[src/rtl/lifo_pkg.sv]
package lifo_pkg;
    localparam int unsigned LIFO_WIDTH = 18;
    localparam int unsigned LIFO_DEPTH = 16;

    typedef enum logic [1:0] {
        OP_IDLE = 2'd0,
        OP_PUSH = 2'd1,
        OP_POP  = 2'd2,
        OP_SET  = 2'd3
    } lifo_op_e;

    // Resolve simultaneous strobes: push beats pop, pop beats replace-top.
    function automatic lifo_op_e lifo_decode(input logic push, input logic pop, input logic set_top);
        if (push)         return OP_PUSH;
        else if (pop)     return OP_POP;
        else if (set_top) return OP_SET;
        else              return OP_IDLE;
    endfunction
endpackage

[src/rtl/lifo_ptr_ring.sv]
module lifo_ptr_ring #(
    parameter int unsigned DEPTH = 16
) (
    input  logic             clk,
    input  logic             rst_n,
    input  logic             fwd_i,
    input  logic             back_i,
    output logic [DEPTH-1:0] ptr_q,
    output logic [DEPTH-1:0] ptr_d
);
    localparam logic [DEPTH-1:0] PTR_RESET = {{(DEPTH-1){1'b0}}, 1'b1};

    always_comb begin
        ptr_d = ptr_q;
        if (fwd_i)
            ptr_d = {ptr_q[DEPTH-2:0], ptr_q[DEPTH-1]};
        else if (back_i)
            ptr_d = {ptr_q[0], ptr_q[DEPTH-1:1]};
    end

    always_ff @(posedge clk or negedge rst_n) begin
        if (!rst_n) ptr_q <= PTR_RESET;
        else        ptr_q <= ptr_d;
    end

    AST_PTR_ONEHOT: assert property (@(posedge clk) disable iff (!rst_n)
        $countones(ptr_q) == 1);
    AST_PTR_FWD: assert property (@(posedge clk) disable iff (!rst_n)
        fwd_i |=> ptr_q == {$past(ptr_q[DEPTH-2:0]), $past(ptr_q[DEPTH-1])});
    AST_PTR_BACK: assert property (@(posedge clk) disable iff (!rst_n)
        (back_i && !fwd_i) |=> ptr_q == {$past(ptr_q[0]), $past(ptr_q[DEPTH-1:1])});
    AST_PTR_HOLD: assert property (@(posedge clk) disable iff (!rst_n)
        (!back_i && !fwd_i) |=> $stable(ptr_q));
endmodule

[src/rtl/lifo_slot_ram.sv]
module lifo_slot_ram #(
    parameter int unsigned DEPTH = 16,
    parameter int unsigned WIDTH = 18
) (
    input  logic             clk,
    input  logic             wr_en_i,
    input  logic [DEPTH-1:0] wr_sel_i,
    input  logic [WIDTH-1:0] wr_data_i,
    input  logic [DEPTH-1:0] rd_sel_i,
    output logic [WIDTH-1:0] rd_data_o
);
    logic [WIDTH-1:0] slot_q [DEPTH];

    for (genvar g = 0; g < DEPTH; g++) begin : g_slot
        always_ff @(posedge clk) begin
            if (wr_en_i && wr_sel_i[g])
                slot_q[g] <= wr_data_i;
        end
    end

    // One-hot read select: AND-OR mux, no binary decode.
    always_comb begin
        rd_data_o = '0;
        for (int i = 0; i < DEPTH; i++)
            rd_data_o = rd_data_o | (slot_q[i] & {WIDTH{rd_sel_i[i]}});
    end

    AST_WSEL_ONEHOT: assert property (@(posedge clk)
        wr_en_i |-> $onehot0(wr_sel_i));
endmodule

[src/rtl/onehot_lifo.sv]
module onehot_lifo
    import lifo_pkg::*;
#(
    parameter int unsigned WIDTH = LIFO_WIDTH,
    parameter int unsigned DEPTH = LIFO_DEPTH
) (
    input  logic             clk,
    input  logic             rst_n,
    input  logic             push_i,
    input  logic             pop_i,
    input  logic             set_top_i,
    input  logic [WIDTH-1:0] wr_data_i,
    output logic [WIDTH-1:0] top_o,
    output logic [WIDTH-1:0] next_o
);
    typedef struct packed {
        logic [WIDTH-1:0] tos;
    } state_t;

    state_t           st_q, st_d;
    lifo_op_e         op;
    logic             adv, ret;
    logic [DEPTH-1:0] ptr_q, ptr_d;
    logic [WIDTH-1:0] below;

    always_comb begin
        op   = lifo_decode(push_i, pop_i, set_top_i);
        adv  = (op == OP_PUSH);
        ret  = (op == OP_POP);
        st_d = st_q;
        unique case (op)
            OP_PUSH: st_d.tos = wr_data_i;
            OP_POP:  st_d.tos = below;
            OP_SET:  st_d.tos = wr_data_i;
            default: st_d.tos = st_q.tos;
        endcase
    end

    always_ff @(posedge clk or negedge rst_n) begin
        if (!rst_n) st_q <= '0;
        else        st_q <= st_d;
    end

    lifo_ptr_ring #(.DEPTH(DEPTH)) i_ring (
        .clk    (clk),
        .rst_n  (rst_n),
        .fwd_i  (adv),
        .back_i (ret),
        .ptr_q  (ptr_q),
        .ptr_d  (ptr_d)
    );

    // On push the old top goes into the slot the pointer moves onto.
    lifo_slot_ram #(.DEPTH(DEPTH), .WIDTH(WIDTH)) i_ram (
        .clk       (clk),
        .wr_en_i   (adv),
        .wr_sel_i  (ptr_d),
        .wr_data_i (st_q.tos),
        .rd_sel_i  (ptr_q),
        .rd_data_o (below)
    );

    assign top_o  = st_q.tos;
    assign next_o = below;

    AST_PUSH_TOP: assert property (@(posedge clk) disable iff (!rst_n)
        push_i |=> top_o == $past(wr_data_i));
    AST_PUSH_NEXT: assert property (@(posedge clk) disable iff (!rst_n)
        push_i |=> next_o == $past(top_o));
    AST_POP_TOP: assert property (@(posedge clk) disable iff (!rst_n)
        (pop_i && !push_i) |=> top_o == $past(next_o));
    AST_SET_TOP: assert property (@(posedge clk) disable iff (!rst_n)
        (set_top_i && !pop_i && !push_i) |=> top_o == $past(wr_data_i));
    AST_IDLE_HOLD: assert property (@(posedge clk) disable iff (!rst_n)
        (!set_top_i && !pop_i && !push_i) |=> $stable(top_o));
endmodule

[config.mk]
export PLATFORM = sky130hd
export DESIGN_NAME = onehot_lifo
export DESIGN_NICKNAME = d
export VERILOG_FILES = /design/src/rtl/lifo_pkg.sv /design/src/rtl/lifo_ptr_ring.sv /design/src/rtl/lifo_slot_ram.sv /design/src/rtl/onehot_lifo.sv
export SDC_FILE = /design/constraint.sdc
export NUM_CORES = 1
export LEC_CHECK = 0
export ABC_AREA = 1
export BUFFER_PORTS_ARGS = -buffer_cell sky130_fd_sc_hd__buf_2
export CELL_PAD_IN_SITES_DETAIL_PLACEMENT = 0
export CELL_PAD_IN_SITES_GLOBAL_PLACEMENT = 1
export CORE_ASPECT_RATIO = 1.25
export CORE_MARGIN = 5
export CORE_UTILIZATION = 49
export CTS_CLUSTER_DIAMETER = 150
export DETAILED_ROUTE_END_ITERATION = 7
export PLACE_DENSITY = 0.8
export SYNTH_ARGS = -nofsm -noshare
export SYNTH_HDL_FRONTEND = slang
export SYNTH_SLANG_ARGS = --single-unit
[constraint.sdc]
create_clock -name clk -period 2.4 [get_ports clk]
set_clock_uncertainty 0.2 [all_clocks]
set_input_delay 0.48 -clock clk [delete_from_list [all_inputs] [get_ports clk]]
set_output_delay 0.48 -clock clk [all_outputs]
set_load 0.005 [all_outputs]
==> results of run 1 <==
[cells by family (layout without fill, tap and decap cells)]
family,Yosys count,count (layout),synth area share [%]
simple gates,628,628,19.2
flops,322,322,74.5
buf+inv,97,268,3.49
compound gates,69,69,2.80
other cells,0,1,0
[cell usage in the layout (no fill, tap or decap)]
master,netlist,routed
clkinv_1,0,1
dfstp_4,0,1
a21oi_4,1,1
buf_4,0,70
nor2_2,0,32
inv_1,52,52
nor2_4,1,25
dfrtp_1,33,27
dfrtp_2,0,2
nor2_1,88,32
dfrtp_4,0,4
nand2_4,0,15
buf_12,0,11
clkinv_4,0,1
nand2_2,0,30
clkbuf_16,0,32
buf_8,0,1
buf_6,4,16
nand4_1,18,18
buf_2,37,58
dlygate4sd3_1,0,1
diode_2,0,1
bufinv_16,0,2
o21ai_1,21,21
edfxtp_1,288,288
inv_2,1,1
clkinv_2,0,7
clkbuf_1,2,6
inv_6,1,1
o21ai_0,47,47
clkbuf_8,0,8
nor2_8,1,1
nand3_1,18,18
nand2_1,502,457
[cell type report]
cell class,count,area (um^2)
antenna,1,2.50
clock inverter,11,108
tap,340,425
multi-input combinational,697,3250
timing repair buffer,158,1270
clock buffer,45,908
inverter,54,208
fill,2020,10200
sequential,322,9520
[repair_timing]
action / CTS / global route
hold buffers: 1 / 0
setup endpoints to repair: 18 / 18
gates resized for setup: 95 / 81
buffers inserted: 18 / 9
hold endpoints to repair: 33 / 0
pin swaps: 20 / 38
cloned: 0 / 1
[registers in the layout, summed over array words and instances, names as in the netlist]
| register | count |
|---|---|
| i_ram.slot_q | 288 |
| top_o | 18 |
| i_ring.ptr_q | 16 |
[worst reg2reg max path, stage by stage (launching register included)]
cell and delay (ns):
dfstp_4 0.67, buf_12 0.15, buf_4 0.14, nand2_1 0.06
inv_1 0.10, buf_4 0.20
[metrics by stage]
stage,setup TNS (ns),total power [uW],hold WS [ns],instances,worst slack (ns)
floorplan,0,8020,-0.0156,1116,0.571
global placement,0,8920,0.371,1543,0.240
detailed placement,0,8970,0.362,1543,0.223
CTS,-1.26,14000,0.0351,1618,-0.120
global route,-2.55,14700,0.0668,1627,-0.215
finish,-1.38,14100,0.0483,1628,-0.152
[power by group]
| group | switching (uW) | leakage [uW] | internal (uW) |
|---|---|---|---|
| Sequential | 258 | 0.00307 | 6730 |
| Clock | 1970 | 0.000508 | 2820 |
| Combinational | 1510 | 0.00286 | 823 |
[metal layers]
metal | vias up | part of all wire (%) | GRT usage [%]
met3 | 78 | 5.8 | 2.91
met2 | 295 | 51 | 39.3
met4 | 2 | 3.8 | 8.29
met1 | 4084 | 39 | 29.1
li1 | 4006 | - | -
met5 | - | 0.039 | 0
[worst max-delay path by stage]
stage	slack [ns]	to	from	depth (start not counted)
final	-0.15	next_o[8]	i_ring.ptr_q[9]$_DFF_PN0_	6
after global routing	-0.22	next_o[6]	i_ring.ptr_q[8]$_DFF_PN0_	7
after CTS	-0.12	next_o[11]	i_ring.ptr_q[8]$_DFF_PN0_	7
after detailed placement	0.22	next_o[6]	i_ring.ptr_q[9]$_DFF_PN0_	6
after global placement	0.24	next_o[7]	i_ring.ptr_q[9]$_DFF_PN0_	5
after floorplan	0.57	i_ram.slot_q[0][100]$_DFFE_PP_	push_i	4
==> impl_metrics.csv, run 1 <==
group,metric,value,unit
outcome,status,"finished with violations",
setup_path,start_kind,"flop",
setup_path,critPathBufInv,2,
setup_path,reg2reg_to,"i_ram.slot_q[0][32]$_DFFE_PP_",
place,port_buffers,58,
route,routedWlPerCell,20.5,um
route,drc_errors,0,
power,power_per_cell_area,900,mW/mm^2
synthesis,ys_async_sr_fraction,10.6,%
synthesis,postSynthCellCount,1116,
setup_path,critical_path_required,1.72,ns
run,drv_cap,0,
route,viasPerCell,5.20,
min_path,hold_start,"wr_data_i[11]",
floorplanning,ios,59,
floorplanning,rows,66,
sta,worstMarginPinSlew,0.686,ns
finish,design_area,0.0157,mm^2
synthesis,synth_area,0.0128,mm^2
synthesis,synth.distinct_cells,18,
route,first_pass_iters,5,
setup_path,worstPathMaxFanout,7,
setup_path,cp_slowest_stage_delay,0.55,ns
synthesis,avgSynthCellArea,11.4,um^2
finish,area_growth,23.1,%
cts,clk_path_buf_depth,3,
synthesis,syn-num-nets,1139,
floorplanning,start_util,49.3,%
power,leakagePower,0.00643,uW
synthesis,ys_top_cells_by_area,"edfxtp_1, nand2_1, dfrtp_1",
synthesis,yosys_register_bits,322,
synthesis,synth_edf_count,288,
cts,htreeDepth,1,
sta,rsz0062_at_grt,"yes",
cts,cts_tree,"done",
route,drt-total-wl,33400,um
setup_path,arrival,1.87,ns
cts,numCtsBuffers,30,
setup_path,crit_slowest_cell,"dfrtp_4",
finish,nets,1286,
finish,post-route-util,60.7,%
outcome,violations,"setup timing",
grt,grt_pass1_wl,50300,um
route,drtAntennaViolNets,0,
sta,relSlewSlack,54.2,%
setup_path,r2r_setup_slack,0.58,ns
setup_path,crit_path_frequent_cell,"nand2_2",
finish,final_layout_size_suffix_gt1_share,24.8,%
grt,grt_max_degree,37,
floorplanning,fp.dieArea,0.0294,mm^2
synthesis,synth_top_area_cell,"edfxtp_1",
synthesis,yosys_warnings,0,
synthesis,synth_common_cells,"nand2_1, edfxtp_1, nor2_1",
floorplanning,die_h,190,um
cts,cts-root-buf,"clkbuf_16",
min_path,worstHoldPathCells,5,
setup_path,crit_path_end_kind,"output port",
sta,fin_ws,-0.152,ns
synthesis,synth_top_flop_cell,"edfxtp_1",
sta,finalSetupViolCount,18,
route,num_vias,8465,
synthesis,yosysMostFrequentCell,"nand2_1",
synthesis,synth_seq_area_share,74.5,%
grt,grt_usage,22.6,%
synthesis,synth_top_area_share,67.8,%
min_path,hp-class,"in2reg",
place,routabilityCongestion,0.860,
grt,grt_overflow,0,
grt,grt_pass1_vias,8291,
sta,period_share,106,%
setup_path,worst_r2r_path_depth,5,
floorplanning,die_w,154,um
sta,hold_viol_final,0,
setup_path,path_cells,"buf_12, nand2_2, nand2_2, nor2_4, nand4_1, buf_2",
cts,path_clk_slew,0.06,ns
cts,cts_sinks,322,
power,ir_worst_vdd,585,uV
sta,finalMaxSlewViolations,0,
setup_path,critical_path_class,"reg2out",
route,first_iter_violations,678,
setup_path,worstReg2RegStart,"i_ring.ptr_q[0]$_DFF_PN1_",
place,place_area,0.0138,mm^2
place,post-dp-hpwl,21800,um
floorplanning,core,0.0258,mm^2
sta,period_needed,2.55,ns
sta,fmax,0.392,GHz
grt,antenna_found_initial,1,
min_path,worstHoldEndpoint,"top_o[11]$_DFFE_PN0P_",
setup_path,critPathTopFamily,"flip-flops",
cts,clock_latency,0.55,ns
(Power assumes the default switching activity.)
==> inputs of run 2 (changes only) <==
- PLACE_DENSITY: 0.8 -> 0.75
- SLEW_MARGIN: unset -> 20
==> run 2 against run 1 <==
  * The flow still finishes with violations (setup timing)
  * Clock power decreased by 7.5%
  * Critical path depth unchanged
  * Sequential power decreased by 0.6%
  * Total power decreased by 2.0%
  * Die area unchanged
  * Flip-flop and latch count unchanged
  * Global-route usage about the same
  * Critical path type unchanged
  * Count of clock-buffer cells in the layout unchanged
==> impl_metrics.csv, run 2 (synthesis gave the netlist of run 1 again) <==
group,metric,value,unit
power,power_per_cell_area,877,mW/mm^2
setup_path,start_kind,"flop",
setup_path,critical_path_required,1.72,ns
sta,fmax,0.400,GHz
cts,clock_latency,0.54,ns
sta,period_share,104,%
route,drt-total-wl,33200,um
setup_path,reg2reg_to,"top_o[6]$_DFFE_PN0P_",
finish,final_layout_size_suffix_gt1_share,26.0,%
outcome,status,"finished with violations",
floorplanning,rows,66,
min_path,hp-class,"in2reg",
route,num_vias,8440,
grt,grt_max_degree,37,
floorplanning,core,0.0258,mm^2
grt,grt_overflow,0,
route,routedWlPerCell,20.2,um
cts,cts_tree,"done",
power,ir_worst_vdd,559,uV
floorplanning,die_h,190,um
sta,finalMaxSlewViolations,0,
sta,relSlewSlack,57.1,%
finish,largest-register,"i_ram.slot_q",
cts,clk_path_buf_depth,3,
finish,largest_reg_flops,288,
grt,antenna_found_initial,0,
sta,finalSetupViolCount,17,
finish,layout_commonest_cell,"nand2_1",
cts,path_clk_slew,0.06,ns
power,leakagePower,0.00647,uW
finish,most-common-layout-cells,"nand2_1, edfxtp_1, buf_4",
place,routabilityCongestion,0.819,
setup_path,worst_r2r_path_depth,14,
min_path,worstHoldPathCells,5,
finish,num_antenna_cells,0,
place,post-dp-hpwl,22100,um
setup_path,worstReg2RegStart,"i_ring.ptr_q[4]$_DFF_PN0_",
cts,cts-root-buf,"clkbuf_16",
sta,worstMarginPinSlew,0.643,ns
route,first_pass_iters,5,
sta,fin_ws,-0.0983,ns
cts,numCtsBuffers,31,
setup_path,critical_path_class,"reg2out",
cts,htreeDepth,1,
floorplanning,start_util,49.3,%
finish,post-route-util,61.0,%
grt,grt_usage,22.6,%
grt,grt_pass1_wl,50100,um
finish,nets,1306,
route,viasPerCell,5.13,
sta,fin_setup_tns,-0.808,ns
place,port_buffers,58,
route,drtAntennaViolNets,0,
route,drc_errors,0,
cts,cts_sinks,322,
setup_path,worstPathMaxFanout,5,
min_path,hold_start,"wr_data_i[14]",
setup_path,crit_start,"i_ring.ptr_q[0]$_DFF_PN1_",
floorplanning,ios,59,
outcome,violations,"setup timing",
run,drv_cap,0,
finish,area_growth,23.7,%
place,place_inst,1552,
finish,layout.cells.non_filler,1646,
sta,rsz0062_at_grt,"yes",
setup_path,r2r_setup_slack,0.22,ns
sta,hold_viol_final,0,
min_path,worstHoldEndpoint,"top_o[14]$_DFFE_PN0P_",
grt,grt_pass1_vias,8203,
sta,period_needed,2.50,ns
floorplanning,die_w,154,um
floorplanning,fp.dieArea,0.0294,mm^2
setup_path,crit_path_end_kind,"output port",
setup_path,arrival,1.82,ns
route,first_iter_violations,680,
## run 2: cell types whose count changed in the layout (fill, tap and decap cells not counted), sizes merged
cell    previous run  this run
bufinv             2         0
diode              1         0
buf              156       175
clkinv             9        11
## run 2: worst max path at each step
stage / to / depth (start not counted)
3_5_place_dp: next_o[8] / 6
5_1_grt: next_o[14] / 6
2_1_floorplan: i_ram.slot_q[0][100]$_DFFE_PP_ / 4
4_1_cts: next_o[8] / 6
6_report: next_o[7] / 6
3_3_place_gp: next_o[8] / 6
## run 2: power by group
group	total [uW]	internal, uW	switching (uW)
combinational	2460	887	1570
sequential	6950	6720	222
clock	4430	2490	1950
total	13800	10100	3740
## run 2: worst max-delay path, stage by stage (launching register included)
cell,delay [ns]
dfstp_4,0.52
buf_12,0.15
nand2_2,0.05
nand2_1,0.06
nor2_2,0.14
nand4_1,0.18
buf_2,0.18
## run 2: routing by layer
| metal | track usage, % | part of all wire, % |
|---|---|---|
| met5 | 0 | 0 |
| met4 | 5.61 | 2.3 |
| met3 | 2.57 | 5.3 |
| met2 | 40.7 | 53 |
| met1 | 29.4 | 40 |
## run 2: metrics by stage
stage	area [um^2]	total power (uW)	hold slack (ns)	setup slack, ns
2_1_floorplan	12800	8020	-0.0156	0.571
3_3_place_gp	13900	8950	0.335	0.290
3_5_place_dp	13900	8990	0.350	0.295
4_1_cts	15400	13700	0.0476	-0.0685
5_1_grt	15800	14400	0.0761	-0.145
6_report	15800	13800	0.0631	-0.0983
## run 2: final cells by class
type	instances	area, um^2
fill	2090	10100
timing repair buffer	177	1410
tap	340	425
inverter	54	208
clock inverter	11	47.5
multi-input combinational	697	3310
clock buffer	45	868
sequential	322	9510
## run 2: what timing repair did
action	4_1_cts	5_1_grt
pin swaps	40	41
gates resized for setup	114	70
cloned	0	1
setup endpoints to repair	18	18
hold buffers	1	0
buffers inserted	25	11
endpoints found under the hold margin	18	0
==> inputs of run 3 (changes only) <==
- ABC_AREA: 1 -> unset
- CORE_UTILIZATION: 49 -> 52
==> run 3 against run 2 <==
  * The run still ends with setup timing left
  * Hold slack got worse by 0.037 ns
  * Die area decreased by 10%
  * Worst setup slack got worse by 0.23 ns
  * Global-route usage increased by 0.31 points
  * Register-to-register slack gained 0.35 ns
  * Critical path type unchanged
==> impl_metrics.csv, run 3 <==
group,metric,value,unit
setup_path,critical_path_required,1.72,ns
synthesis,ys_async_sr_fraction,10.6,%
floorplanning,rows,62,
setup_path,start_kind,"flop",
floorplanning,start_util,52.6,%
cts,clk_path_buf_depth,3,
setup_path,cp_slowest_stage_delay,0.59,ns
power,total_power,11100,uW
route,routedWlPerCell,26.1,um
grt,grt_max_degree,36,
synthesis,synth_edf_count,288,
route,first_pass_iters,5,
cts,cts_tree,"done",
sta,fmax,0.367,GHz
finish,nets,893,
setup_path,path_cells,"a22oi_1, nand2_2, nor4_4, inv_1, buf_2",
setup_path,crit_start,"i_ring.ptr_q[0]$_DFF_PN1_",
route,drc_errors,0,
setup_path,reg2reg_to,"top_o[7]$_DFFE_PN0P_",
grt,grt_pass1_vias,7331,
grt,grt_pass1_wl,45200,um
outcome,status,"finished with violations",
floorplanning,core,0.0230,mm^2
setup_path,r2r_setup_slack,0.57,ns
place,port_buffers,58,
sta,fin_ws,-0.324,ns
setup_path,worstPathMaxFanout,21,
cts,cts_sinks,322,
grt,antenna_found_initial,0,
synthesis,yosys_warnings,0,
finish,largest-register,"i_ram.slot_q",
grt,grt_overflow,0,
synthesis,synth.distinct_cells,21,
sta,relSlewSlack,59.7,%
sta,finalSetupViolCount,18,
floorplanning,ios,59,
setup_path,critPathTopFamily,"flip-flops",
route,first_iter_violations,561,
synthesis,synth_seq_area_share,78.7,%
setup_path,critical_path_class,"reg2out",
synthesis,yosys_register_bits,322,
sta,period_needed,2.72,ns
setup_path,worstReg2RegStart,"i_ring.ptr_q[5]$_DFF_PN0_",
finish,layout_commonest_cell,"edfxtp_1",
cts,numCtsBuffers,30,
synthesis,yosysMostFrequentCell,"edfxtp_1",
synthesis,ys_top_cells_by_area,"edfxtp_1, a22oi_1, dfrtp_1",
synthesis,synth_area,0.0121,mm^2
place,routabilityCongestion,0.822,
floorplanning,fp.dieArea,0.0264,mm^2
grt,grt_usage,22.9,%
synthesis,avgSynthCellArea,17.1,um^2
finish,area_growth,26.0,%
outcome,violations,"setup timing",
sta,hold_viol_final,0,
route,num_vias,7184,
sta,rsz0062_at_grt,"yes",
setup_path,worst_r2r_path_depth,7,
synthesis,synth_top_area_share,71.6,%
cts,cts-root-buf,"clkbuf_16",
cts,clock_latency,0.55,ns
setup_path,critPathBufInv,2,
power,ir_worst_vdd,590,uV
cts,path_clk_slew,0.06,ns
power,power_per_cell_area,727,mW/mm^2
min_path,worstHoldEndpoint,"top_o[5]$_DFFE_PN0P_",
cts,htreeDepth,1,
power,leakagePower,0.00569,uW
sta,finalMaxSlewViolations,0,
sta,worstMarginPinSlew,0.605,ns
min_path,hp-class,"in2reg",
min_path,worstHoldPathCells,3,
synthesis,synth_top_area_cell,"edfxtp_1",
setup_path,crit_slowest_cell,"dfstp_4",
finish,most-common-layout-cells,"edfxtp_1, a22oi_1, a22oi_2",
synthesis,synth_top_flop_cell,"edfxtp_1",
finish,num_antenna_cells,0,
finish,final_layout_size_suffix_gt1_share,34.9,%
floorplanning,die_h,180,um
setup_path,crit_path_end_kind,"output port",
sta,period_share,113,%
synthesis,syn-num-nets,727,
place,pre_cts_slack,0.128,ns
place,post-dp-hpwl,18300,um
route,viasPerCell,6.08,
synthesis,postSynthCellCount,704,
finish,largest_reg_flops,288,
setup_path,arrival,2.04,ns
min_path,hold_start,"wr_data_i[5]",
route,drtAntennaViolNets,0,
run,drv_cap,0,
floorplanning,die_w,146,um
route,drt-total-wl,30800,um
synthesis,synth_common_cells,"edfxtp_1, a22oi_1, nand2_1",
[run 3: cell types whose count changed after synthesis, moves of 16 or more]
cell / before / now
nor2_1: 88 / 0
nand3_1: 18 / 0
a22oi_1: 0 / 152
mux2i_1: 0 / 16
and2_1: 0 / 16
nand2_1: 502 / 72
nand4_1: 18 / 0
nor4_2: 0 / 17
o21bai_1: 0 / 16
inv_1: 52 / 18
buf_2: 37 / 21
o21ai_0: 47 / 0
[run 3: timing repair]
item	CTS	global route
cloned	1	1
endpoints found under the setup margin	18	18
hold buffers	18	0
hold endpoints to repair	50	0
resized for setup	60	69
buffers inserted	15	12
pin swaps	32	27
[run 3: cell families after synthesis]
| family | after synthesis | share of synthesized area (%) |
|---|---|---|
| flops | 322 | 78.7 |
| mux | 16 | 1.33 |
| buf+inv | 61 | 2.61 |
| simple gates | 108 | 5.07 |
| compound gates | 197 | 12.3 |
[run 3: layer usage]
metal	track usage, %	wire length [um]	up-vias
li1	-	-	3141
met1	29.8	11700	3642
met2	40.4	16000	341
met3	2.97	2190	60
met4	7.15	988	0
met5	0	0	-
[run 3: power by group]
group | switching, uW | leakage (uW) | total (uW) | internal, uW
clock network | 1930 | 0.000464 | 4570 | 2640
registers | 73.2 | 0.00305 | 6240 | 6170
logic | 145 | 0.00217 | 243 | 97.9
[run 3: how the worst max path moves through the flow]
| stage | endpoint | slack, ns | cells past startpoint |
|---|---|---|---|
| 3_5_place_dp | next_o[12] | 0.13 | 6 |
| 6_report | next_o[8] | -0.32 | 5 |
| 5_1_grt | next_o[7] | -0.42 | 7 |
| 3_3_place_gp | next_o[16] | 0.15 | 5 |
| 4_1_cts | next_o[14] | -0.30 | 6 |
| 2_1_floorplan | i_ram.slot_q[0][36]$_DFFE_PP_ | 0.45 | 3 |
[run 3: area by class of cell]
type	instances	area, um^2
Fill cell	1507	7750
Multi-Input combinational cell	321	2750
Inverter	19	71.3
Timing Repair Buffer	176	1570
Clock buffer	39	795
Sequential cell	322	9510
Tap cell	288	360
Clock inverter	16	156
[run 3: through the flow]
step | hold WS, ns | TNS, ns | utilization (%) | cell area [um^2] | std cells
CTS | 0.0178 | -4.71 | 64.3 | 14800 | 1168
detailed placement | 0.408 | 0 | 57.4 | 13200 | 1079
global placement | 0.402 | 0 | 57.4 | 13200 | 1079
floorplan | -0.0156 | 0 | - | 12100 | 704
global route | 0.0470 | -6.45 | 66.3 | 15200 | 1181
finish | 0.0263 | -4.59 | 66.3 | 15200 | 1181
[run 3: worst register-to-register path, stage by stage, from the launching register on]
cell and delay (ns):
dfrtp_2 0.43, buf_12 0.15, buf_12 0.14, a22oi_2 0.17, nand2_2 0.09, nor4_4 0.31
buf_4 0.16, o21ai_1 0.05
